`config.mk`:
```
export PLATFORM = sky130hd
export DESIGN_NAME = mem_barrier_unit
export DESIGN_NICKNAME = d
export VERILOG_FILES = /design/src/rtl/mbu_pkg.sv /design/src/rtl/mbu_decode.sv /design/src/rtl/mbu_store_queue.sv /design/src/rtl/mbu_mem_port.sv /design/src/rtl/mbu_stall_count.sv /design/src/rtl/mem_barrier_unit.sv
export SDC_FILE = /design/constraint.sdc
export NUM_CORES = 1
export LEC_CHECK = 0
export BUFFER_PORTS_ARGS = -buffer_cell sky130_fd_sc_hd__clkbuf_2
export CORE_MARGIN = 2
export CORE_UTILIZATION = 52
export DETAILED_ROUTE_END_ITERATION = 16
export PLACE_DENSITY = 0.77
export SYNTH_ARGS = -nofsm -noshare
export SYNTH_HDL_FRONTEND = slang
export SYNTH_SLANG_ARGS = --single-unit
```
`constraint.sdc`:
```
create_clock -name clk -period 5.3 [get_ports clk]
set_input_delay 1.06 -clock clk [delete_from_list [all_inputs] [get_ports clk]]
set_output_delay 1.06 -clock clk [all_outputs]
set_load 0.01 [all_outputs]
```
`src/rtl/mbu_pkg.sv`:
```
package mbu_pkg;
  localparam int unsigned INSN_W      = 32;
  localparam logic [5:0]  SYNC_MAJOR  = 6'd31;
  localparam logic [9:0]  SYNC_MINOR  = 10'd598;
  localparam int unsigned CLASS_BIT   = 22;

  typedef enum logic [1:0] {
    ORD_NONE  = 2'd0,
    ORD_HEAVY = 2'd1,
    ORD_LIGHT = 2'd2
  } ord_kind_e;
endpackage

```
`src/rtl/mbu_decode.sv`:
```
module mbu_decode
  import mbu_pkg::*;
(
  input  logic [INSN_W-1:0] word,
  output ord_kind_e         kind
);
  logic is_sync;

  always_comb begin
    is_sync = (word[31:26] == SYNC_MAJOR) && (word[10:1] == SYNC_MINOR);
    if (!is_sync)             kind = ORD_NONE;
    else if (word[CLASS_BIT]) kind = ORD_LIGHT;
    else                      kind = ORD_HEAVY;
  end
endmodule

```
`src/rtl/mbu_store_queue.sv`:
```
module mbu_store_queue #(
  parameter  int DEPTH = 4,
  parameter  int AW    = 32,
  parameter  int DW    = 32,
  localparam int CNT_W = $clog2(DEPTH + 1),
  localparam int PTR_W = (DEPTH > 1) ? $clog2(DEPTH) : 1
) (
  input  logic             clk,
  input  logic             rst,
  input  logic             push,
  input  logic             merge,
  input  logic             mark,
  input  logic             pop,
  input  logic [AW-1:0]    push_addr,
  input  logic [DW-1:0]    push_data,
  input  logic [AW-1:0]    probe_addr,
  output logic             probe_hit,
  output logic             tail_mergeable,
  output logic [AW-1:0]    head_addr,
  output logic [DW-1:0]    head_data,
  output logic [CNT_W-1:0] count
);
  logic [AW-1:0]    addr_mem [DEPTH];
  logic [DW-1:0]    data_mem [DEPTH];
  logic [DEPTH-1:0] fence_q;
  logic [PTR_W-1:0] head_q, tail_q, young_idx;
  logic [CNT_W-1:0] count_q;
  logic [DEPTH-1:0] live, hit_vec;
  logic             alloc;

  function automatic logic [PTR_W-1:0] step(input logic [PTR_W-1:0] p);
    return (p == PTR_W'(DEPTH - 1)) ? '0 : p + 1'b1;
  endfunction

  assign alloc     = push && !merge;
  assign young_idx = (tail_q == '0) ? PTR_W'(DEPTH - 1) : tail_q - 1'b1;
  assign head_addr = addr_mem[head_q];
  assign head_data = data_mem[head_q];
  assign count     = count_q;

  // one comparator per slot, qualified by the slot's age
  for (genvar i = 0; i < DEPTH; i++) begin : g_slot
    always_comb begin
      live[i]    = ((i + DEPTH - int'(head_q)) % DEPTH) < int'(count_q);
      hit_vec[i] = live[i] && (addr_mem[i] == probe_addr);
    end
  end

  assign probe_hit      = |hit_vec;
  assign tail_mergeable = (count_q != '0) && (addr_mem[young_idx] == push_addr)
                          && !fence_q[young_idx];

  always_ff @(posedge clk) begin
    if (alloc) addr_mem[tail_q] <= push_addr;
    if (alloc) data_mem[tail_q] <= push_data;
    else if (merge) data_mem[young_idx] <= push_data;
  end

  always_ff @(posedge clk) begin
    if (rst) begin
      head_q  <= '0;
      tail_q  <= '0;
      count_q <= '0;
      fence_q <= '0;
    end else begin
      if (mark) fence_q[young_idx] <= 1'b1;
      if (alloc) begin
        fence_q[tail_q] <= 1'b0;
        tail_q          <= step(tail_q);
      end
      if (pop) head_q <= step(head_q);
      count_q <= count_q + CNT_W'(alloc) - CNT_W'(pop);
    end
  end

  assert_no_overflow_R6: assert property (@(posedge clk) disable iff (rst)
    alloc |-> (int'(count_q) < DEPTH));
  assert_no_underflow_R6: assert property (@(posedge clk) disable iff (rst)
    pop |-> (count_q != '0));
  assert_merge_keeps_count_R9: assert property (@(posedge clk) disable iff (rst)
    (merge && !pop) |=> (count_q == $past(count_q)));
endmodule

```
`src/rtl/mbu_mem_port.sv`:
```
module mbu_mem_port #(
  parameter int AW = 32,
  parameter int DW = 32
) (
  input  logic          clk,
  input  logic          rst,
  input  logic          issue_ld,
  input  logic          issue_st,
  input  logic [AW-1:0] ld_addr,
  input  logic [AW-1:0] st_addr,
  input  logic [DW-1:0] st_data,
  input  logic          mem_ack,
  input  logic [DW-1:0] mem_rdata,
  output logic          mem_req,
  output logic          mem_we,
  output logic [AW-1:0] mem_addr,
  output logic [DW-1:0] mem_wdata,
  output logic          idle,
  output logic          ld_done,
  output logic [DW-1:0] ld_data
);
  logic done_now;

  assign idle     = !mem_req;
  assign done_now = mem_req && mem_ack;

  always_ff @(posedge clk) begin
    if (rst) begin
      mem_req   <= 1'b0;
      mem_we    <= 1'b0;
      mem_addr  <= '0;
      mem_wdata <= '0;
      ld_done   <= 1'b0;
      ld_data   <= '0;
    end else begin
      ld_done <= done_now && !mem_we;
      if (done_now && !mem_we) ld_data <= mem_rdata;
      if (done_now) mem_req <= 1'b0;
      if (issue_ld) begin
        mem_req   <= 1'b1;
        mem_we    <= 1'b0;
        mem_addr  <= ld_addr;
        mem_wdata <= '0;
      end else if (issue_st) begin
        mem_req   <= 1'b1;
        mem_we    <= 1'b1;
        mem_addr  <= st_addr;
        mem_wdata <= st_data;
      end
    end
  end

  assert_req_hold_R10: assert property (@(posedge clk) disable iff (rst)
    (mem_req && !mem_ack) |=> (mem_req && $stable(mem_addr) && $stable(mem_we)
                               && $stable(mem_wdata)));
  assert_one_outstanding_R10: assert property (@(posedge clk) disable iff (rst)
    (issue_ld || issue_st) |-> !mem_req);
  assert_load_return_R10: assert property (@(posedge clk) disable iff (rst)
    ld_done |-> $past(mem_req && mem_ack && !mem_we));
endmodule

```
`src/rtl/mbu_stall_count.sv`:
```
module mbu_stall_count #(
  parameter int W = 16
) (
  input  logic         clk,
  input  logic         rst,
  input  logic         stall,
  output logic [W-1:0] cycles
);
  always_ff @(posedge clk) begin
    if (rst)                         cycles <= '0;
    else if (stall && (cycles != '1)) cycles <= cycles + 1'b1;
  end

  assert_stall_saturate_R4: assert property (@(posedge clk) disable iff (rst)
    (cycles == '1) |=> (cycles == '1));
  assert_stall_hold_R4: assert property (@(posedge clk) disable iff (rst)
    !stall |=> $stable(cycles));
endmodule

```
`src/rtl/mem_barrier_unit.sv`:
```
module mem_barrier_unit
  import mbu_pkg::*;
#(
  parameter int ADDR_W   = 32,
  parameter int DATA_W   = 32,
  parameter int SQ_DEPTH = 4,
  parameter int STALL_W  = 16
) (
  input  logic               clk,
  input  logic               rst,
  input  logic               insn_valid,
  input  logic [INSN_W-1:0]  insn_word,
  output logic               insn_ready,
  input  logic               acc_valid,
  input  logic               acc_store,
  input  logic [ADDR_W-1:0]  acc_addr,
  input  logic [DATA_W-1:0]  acc_wdata,
  output logic               acc_ready,
  output logic               mem_req,
  output logic               mem_we,
  output logic [ADDR_W-1:0]  mem_addr,
  output logic [DATA_W-1:0]  mem_wdata,
  input  logic               mem_ack,
  input  logic [DATA_W-1:0]  mem_rdata,
  output logic               load_done,
  output logic [DATA_W-1:0]  load_data,
  output logic               barrier_busy,
  output logic [STALL_W-1:0] stall_cycles
);
  localparam int CNT_W = $clog2(SQ_DEPTH + 1);

  ord_kind_e           kind;
  logic                port_idle, drained, light_fire;
  logic                hit, tail_ok, merge_ok;
  logic                ld_ok, st_ok, ld_fire, st_fire, sq_pop;
  logic [CNT_W-1:0]    sq_count;
  logic [ADDR_W-1:0]   head_addr;
  logic [DATA_W-1:0]   head_data;

  mbu_decode u_decode (
    .word (insn_word),
    .kind (kind)
  );

  always_comb begin
    drained      = (sq_count == '0) && port_idle;
    barrier_busy = insn_valid && (kind == ORD_HEAVY) && !drained;
    insn_ready   = !barrier_busy;
    light_fire   = insn_valid && (kind == ORD_LIGHT);
    // a load may leave only onto an idle port and past non-matching stores
    ld_ok        = !barrier_busy && port_idle && !hit;
    // never merge into an entry leaving this cycle or behind a fresh marker
    merge_ok     = tail_ok && !light_fire && !(port_idle && (sq_count == CNT_W'(1)));
    st_ok        = !barrier_busy && ((int'(sq_count) < SQ_DEPTH) || merge_ok);
    acc_ready    = acc_store ? st_ok : ld_ok;
    ld_fire      = acc_valid && !acc_store && ld_ok;
    st_fire      = acc_valid && acc_store && st_ok;
    sq_pop       = port_idle && (sq_count != '0) && !ld_fire;
  end

  mbu_store_queue #(
    .DEPTH (SQ_DEPTH),
    .AW    (ADDR_W),
    .DW    (DATA_W)
  ) u_sq (
    .clk            (clk),
    .rst            (rst),
    .push           (st_fire),
    .merge          (st_fire && merge_ok),
    .mark           (light_fire && (sq_count != '0)),
    .pop            (sq_pop),
    .push_addr      (acc_addr),
    .push_data      (acc_wdata),
    .probe_addr     (acc_addr),
    .probe_hit      (hit),
    .tail_mergeable (tail_ok),
    .head_addr      (head_addr),
    .head_data      (head_data),
    .count          (sq_count)
  );

  mbu_mem_port #(
    .AW (ADDR_W),
    .DW (DATA_W)
  ) u_port (
    .clk       (clk),
    .rst       (rst),
    .issue_ld  (ld_fire),
    .issue_st  (sq_pop),
    .ld_addr   (acc_addr),
    .st_addr   (head_addr),
    .st_data   (head_data),
    .mem_ack   (mem_ack),
    .mem_rdata (mem_rdata),
    .mem_req   (mem_req),
    .mem_we    (mem_we),
    .mem_addr  (mem_addr),
    .mem_wdata (mem_wdata),
    .idle      (port_idle),
    .ld_done   (load_done),
    .ld_data   (load_data)
  );

  mbu_stall_count #(
    .W (STALL_W)
  ) u_stall (
    .clk    (clk),
    .rst    (rst),
    .stall  (barrier_busy),
    .cycles (stall_cycles)
  );

  assert_heavy_after_drain_R2: assert property (@(posedge clk) disable iff (rst)
    (insn_valid && insn_ready && (kind == ORD_HEAVY)) |-> ((sq_count == '0) && !mem_req));
  assert_busy_blocks_entry_R3: assert property (@(posedge clk) disable iff (rst)
    barrier_busy |=> (sq_count <= $past(sq_count)));
  assert_busy_no_load_R3: assert property (@(posedge clk) disable iff (rst)
    (barrier_busy && !mem_req) |=> !(mem_req && !mem_we));
  assert_light_no_stall_R5: assert property (@(posedge clk) disable iff (rst)
    light_fire |-> insn_ready);
endmodule

```
Yosys cells after proc, flatten, opt, wreduce, memory -nomap -nowiden
Memory sizes are Yosys's and may differ from the RTL's. A register that Yosys moved wholly into a read port is not among the register bits.
Index checks and enable logic that the tools add are counted.
- bits in registers: 94
- memory bits (writable): 256
- input port bits: 134
- output and inout port bits: 118
- logic and storage cells: 136
- memories kept: 2
- add/subtract/negate cells: 10
- order comparisons: 9
- eq/ne operators: 13
- multiplexer cells: 30
- bitwise operators: 7
- reductions and logical operators: 55
- memory list (name ; depth ; bits a word ; read ports ; clocked after memory_dff ; write ports ; RTL line ; RTL):
    u_sq.addr_mem ; 4 ; 32 ; 6 ; 1 ; 1 ; mbu_store_queue.sv:23 ; logic [AW-1:0] addr_mem [DEPTH];
    u_sq.data_mem ; 4 ; 32 ; 1 ; 1 ; 1 ; mbu_store_queue.sv:24 ; logic [DW-1:0] data_mem [DEPTH];
- operators with widths (operator ; number):
    32-bit == test ; 5
    32-bit 2-to-1 mux ; 3
    32-bit OR reduction ; 1
    1-bit logical AND ; 31
    16-bit by 1-bit adder with 16-bit output, second input constant ; 1
    3-bit by 4-bit less-than comparator with 1-bit output ; 4
    2-bit 2-to-1 mux ; 8
    16-bit != test, second input constant ; 1
    3-bit by 2-bit subtractor with 4-bit output, first input constant ; 4
    1-bit 2-to-1 mux ; 13
    4-bit 2-to-1 mux ; 3
    1-bit zero test ; 11
    10-bit == test, second input constant ; 1
    2-bit OR reduction ; 5
    2-bit == test, second input constant ; 3
    6-bit by 5-bit == test with 1-bit output, second input constant ; 1
    2-bit by 3-bit less-than comparator with 1-bit output, second input constant ; 2
    3-bit nonzero test ; 2
    2-bit by 1-bit adder with 2-bit output, second input constant ; 2
    1-bit AND ; 4
    4-bit AND ; 1
    1-bit demux with 2-bit select ; 2
    2-bit by 1-bit >= comparator with 1-bit output, second input constant ; 2
    4-bit NOT ; 1
    13 further kinds ; 13

Logic depth before layout (Yosys ltp)
- depth after elaboration: 18
- depth in mapped cells: 18
- gate-level depth less buffers: 16

Modules after synthesis
From an unflattened synthesis, not the netlist that was laid out.
- cell total of the unflattened synthesis: 1225
- area total of the unflattened synthesis: 17838.4 sq um
- by module, submodules not included (module ; times used ; cells an instance ; area an instance (sq um) ; seq. area each (sq um)):
    mbu_store_queue ; 1 ; 697 ; 12587.1 ; 7947.6
    mbu_mem_port ; 1 ; 398 ; 4165.2 ; 1981.9
    mbu_stall_count ; 1 ; 99 ; 848.3 ; 320.3
    mem_barrier_unit ; 1 ; 23 ; 175.2 ; 0.0
    mbu_decode ; 1 ; 8 ; 62.6 ; 0.0

Worst setup path after synthesis
OpenSTA, ideal clock, no wires.
- path kind: input to register
- from: input acc_addr[4]
- to: memory u_sq.data_mem[0][0] (enable)
- library setup time: 0.470 ns
- data arrival time: 5.162 ns
- data required time: 4.830 ns
- setup slack: -0.332 ns
- stages: 8
- path buffers: 1
- cells stage by stage: clkbuf_1 xnor2_1 nand4_1 nor4_1 o2111ai_1 nor4_4 nand3_1 o31ai_1
- word-level cells in the longest chain between the ends: 15
- elaborated cells on any way between the ends: 19
- those cells by class: eq/ne (1); mux (7); reduce/logical (11)
- RTL lines (element ; RTL line ; RTL):
    start, declared ; mem_barrier_unit.sv:16 ; input logic [ADDR_W-1:0] acc_addr,
    32-bit == test * ; mbu_store_queue.sv:50 ; assign tail_mergeable = (count_q != '0) && (addr_mem[young_idx] == push_addr)
    1-bit logical AND * ; mbu_store_queue.sv:50 ;
    1-bit logical AND * ; mbu_store_queue.sv:51 ; && !fence_q[young_idx];
    1-bit logical AND * (2 in series) ; mem_barrier_unit.sv:53 ; merge_ok = tail_ok && !light_fire && !(port_idle && (sq_count == CNT_W'(1)));
    1-bit logical OR ; mem_barrier_unit.sv:54 ; st_ok = !barrier_busy && ((int'(sq_count) < SQ_DEPTH) || merge_ok);
    1-bit logical AND ; mem_barrier_unit.sv:54 ;
    1-bit logical AND ; mem_barrier_unit.sv:57 ; st_fire = acc_valid && acc_store && st_ok;
    1-bit logical AND ; mem_barrier_unit.sv:69 ; .merge (st_fire && merge_ok),
    1-bit zero test ; mbu_store_queue.sv:35 ; assign alloc = push && !merge;
    1-bit logical AND ; mbu_store_queue.sv:35 ;
    1-bit 2-to-1 mux ; mbu_store_queue.sv:55 ; if (alloc) data_mem[tail_q] <= push_data;
    1-bit 2-to-1 mux (not written as such) ; mbu_store_queue.sv:56 ; else if (merge) data_mem[young_idx] <= push_data;
    32-bit OR reduction (no line) ; n/a ;
    2-bit 2-to-1 mux (no line) / 1-bit 2-to-1 mux (equally long branches) ; n/a ;
    end, declared ; mbu_store_queue.sv:24 ;
Mark *: on every way between the ends. The rest lies on a longest branch, timed or not.

Worst setup path after layout
- from: register u_sq.tail_q[1]
- to: output acc_ready
- word-level cells in the longest chain between the ends: 11
- elaborated cells on any way between the ends: 15
- those cells by class: add/sub (1); eq/ne (1); mux (4); reduce/logical (8); memory (1)
- RTL lines (element ; RTL line ; RTL):
    start, declared ; mbu_store_queue.sv:26 ; logic [PTR_W-1:0] head_q, tail_q, young_idx;
    start signal, assigned ; mbu_store_queue.sv:69 ; tail_q <= step(tail_q);
    2-bit by 1-bit subtractor with 2-bit output / 2-bit zero test (equally long branches) ; mbu_store_queue.sv:36 ; assign young_idx = (tail_q == '0) ? PTR_W'(DEPTH - 1) : tail_q - 1'b1;
    2-bit 2-to-1 mux * ; mbu_store_queue.sv:36 ;
    memory read 4 x 32 bit / 1-bit binary-select mux with 2-bit select (equally long branches) ; n/a ;
    32-bit == test / 1-bit 2-to-1 mux (equally long branches) ; mbu_store_queue.sv:50, mbu_store_queue.sv:51 ;
    1-bit logical AND / 1-bit zero test (equally long branches) ; mbu_store_queue.sv:50, mbu_store_queue.sv:51 ;
    1-bit logical AND * ; mbu_store_queue.sv:51 ;
    1-bit logical AND * (2 in series) ; mem_barrier_unit.sv:53 ;
    1-bit logical OR * ; mem_barrier_unit.sv:54 ;
    1-bit logical AND * ; mem_barrier_unit.sv:54 ;
    1-bit 2-to-1 mux * ; mem_barrier_unit.sv:55 ; acc_ready = acc_store ? st_ok : ld_ok;
    end, declared ; mem_barrier_unit.sv:18 ; output logic acc_ready,
Mark *: on every way between the ends. The rest lies on a longest branch, timed or not. The select of a mux whose other input is x is not followed.

==> flow_summary.json <==
{
  "yosys_warnings": 0,
  "antenna_found_initial": 3,
  "drv_slew": 0,
  "clk_pin_slew_ns": 0.06,
  "hold_viol_final": 0,
  "die_height_um": 183.3,
  "ys.flop_type": "edfxtp_1",
  "syn_area_um2": 16720,
  "crit_required_ns": 4.24,
  "drtIter0Drc": 1049,
  "placed_cells": 1844,
  "nets": 1630,
  "drive_gt1_share_pct": 27.69,
  "ys_seq_elements": 384,
  "insertion_delay_ns": 0.54,
  "critPathKind": "reg2out",
  "yosysSeqAreaShare_pct": 61.29,
  "fillers": 2339,
  "final_common_cell": "edfxtp_1",
  "cp_max_fo": 10,
  "pin_count": 252,
  "peakVddDrop_uv": 280.2,
  "finalPower_uw": 8596,
  "p_per_area_nw_per_um2": 436.9,
  "grt_max_degree": 65,
  "worst_hold_path_type": "reg2reg",
  "core_area_um2": 31640,
  "area_delta_synth_final_pct": 17.63,
  "finClkSkew_ns": 0.01877,
  "cts_buffers": 39,
  "cts_max_level": 2,
  "tightest_slew_ns": 1.281,
  "vias_per_cell": 5.899,
  "post_cts_buffers": 0,
  "max_cap_violations": 0,
  "clock-root-buffer": "clkbuf_16",
  "fin_cells": 1916,
  "cts_tree": "built",
  "syn_nets": 1420,
  "start_util_pct": 52.87,
  "cts_buffer_depth": 3,
  "arrival_ns": 4.03,
  "rows": 65,
  "overflow": 0,
  "wl_per_cell_um": 21.29,
  "status": "complete, no violations",
  "fmax_ghz": 0.1963,
  "fin_crit_ns": 5.095,
  "die-area_um2": 33610,
  "grt_pass1_wl_um": 62180,
  "hpwl_um": 25950,
  "hold_buffers": 0,
  "synthTopCellsByArea": "edfxtp_1, dfxtp_1, mux4_2, xor2_1, nand2_1",
  "track_usage_pct": 23.97,
  "finalWeightedCongestion": 0.9038,
  "fin_tns_setup_ns": 0,
  "first_pass_iters": 6,
  "dr_total_vias": 11300,
  "antenna_left": 0,
  "drc_errors": 0,
  "setup-violations-final": 0,
  "max-slew-margin-rel_pct": 14.52,
  "worst_hold_slack_ns": 0.4535,
  "grt_pass1_vias": 11120,
  "layout_common_cells": "edfxtp_1, clkbuf_2, nand2_1",
  "yosys.area.top_type": "edfxtp_1",
  "die_w_um": 183.3,
  "portBuffers": 236,
  "cp-start-kind": "flip-flop",
  "postCtsResizedCells": 0,
  "rsz0062_at_grt": "no",
  "synthCells": 1273,
  "synth_async_sr_flop_share_pct": 0,
  "post_synth.cell_area_avg_um2": 13.14,
  "synth_cell_types": 52,
  "fin_crit_sh_pct": 96.13,
  "cp-end-kind": "primary output",
  "drt_wl_total_um": 40790,
  "p_leak_uw": 0.006983,
  "synth_edf_count": 256,
  "synth.top_cell.area_share_pct": 45.96,
  "cts.sinks": 384
}
[area by class of cell]
cell class                      count  area [um^2]  share of cell area, %
Antenna cell                        1        2.502                0.01272
Clock buffer                       53         1069                  5.431
Clock inverter                     18        242.7                  1.234
Inverter                           19        71.32                 0.3625
Multi-Input combinational cell    775         6090                  30.95
Sequential cell                   384        10250                  52.11
Tap cell                          402        503.0                  2.557
Timing Repair Buffer              264         1444                  7.339
[stage by stage]
stage | utilization [%] | instance area [um^2] | worst slack (ns)
floorplan | - | 16730 | 0.5517
global placement | 58.01 | 18350 | 0.6741
detailed placement | 58.01 | 18350 | 0.5603
CTS | 62.16 | 19670 | 0.1600
global route | 62.19 | 19670 | 0.02938
finish | 62.19 | 19670 | 0.2050
[metal layers]
layer  part of all wire (%)  global-route usage [%]  vias to the layer above
met2                     49                   38.91                      471
met4                    2.4                   7.840                        2
met1                     41                   32.68                     5630
met3                    7.9                   4.865                       78
li1                       -                       -                     5121
met5                  0.039                       0                        -
[cell families after synthesis]
kind of cell	share of synthesized area, %
DFF	61.29
AOI/OAI and AO/OA	5.618
buffers and inverters	2.738
xor gates and xnor gates	7.960
and+or+nand+nor	10.55
muxes	10.83
adders and majority gates	1.017
[Yosys cell counts, drive strengths merged, types with 5 or more instances]
cell / n
a211oi: 5
a21oi: 79
a311oi: 32
and2: 5
and3: 6
buf: 19
clkbuf: 76
dfxtp: 128
edfxtp: 256
ha: 12
inv: 19
mux4: 79
nand2: 212
nand3: 16
nand4: 20
nor2: 34
nor3: 45
nor4: 24
o21ai: 6
or3: 5
xnor2: 59
xor2: 93
[worst max-delay path, cell delays in order (launching register included)]
cell      delay [ns]
dfxtp_1         0.49
inv_1           0.18
ha_1            0.44
inv_1           0.31
buf_4           0.28
mux4_2          0.34
a31oi_1         0.29
nand3_1         0.21
nor4_4          0.34
a211oi_1        0.17
a211oi_1        0.24
clkbuf_2        0.19
[power by group]
part	switching (uW)	internal [uW]	leakage, uW
clock	1150	1670	0.000643
sequential	173	3480	0.00337
combinational	1260	864	0.00297
[flip-flops by register name, indices dropped and copies added, names as in the netlist, named ones only]
register / flops
u_port.mem_addr: 32
u_sq.head_q: 2
u_sq.fence_q: 4
u_port.mem_we: 1
u_sq.data_mem: 128
u_port.ld_data: 32
u_sq.addr_mem: 128
u_sq.tail_q: 2
u_port.mem_req: 1
u_stall.cycles: 16
u_sq.count: 3
u_port.mem_wdata: 32
u_port.ld_done: 1
[final timing paths]
check / startpoint / end / slack [ns] / depth (start not counted)
min: u_port.ld_data[26]$_SDFFE_PP0P_ / u_port.ld_data[26]$_SDFFE_PP0P_ / 0.45 / 2
min reg2reg: u_port.ld_data[26]$_SDFFE_PP0P_ / u_port.ld_data[26]$_SDFFE_PP0P_ / 0.45 / 2
max reg2reg: u_sq.tail_q[1]$_SDFFE_PP0P_ / u_sq.count[2]$_SDFF_PP0_ / 1.05 / 15
max: u_sq.tail_q[1]$_SDFFE_PP0P_ / acc_ready / 0.21 / 11
Note: power is estimated with default switching activity, not from simulation.
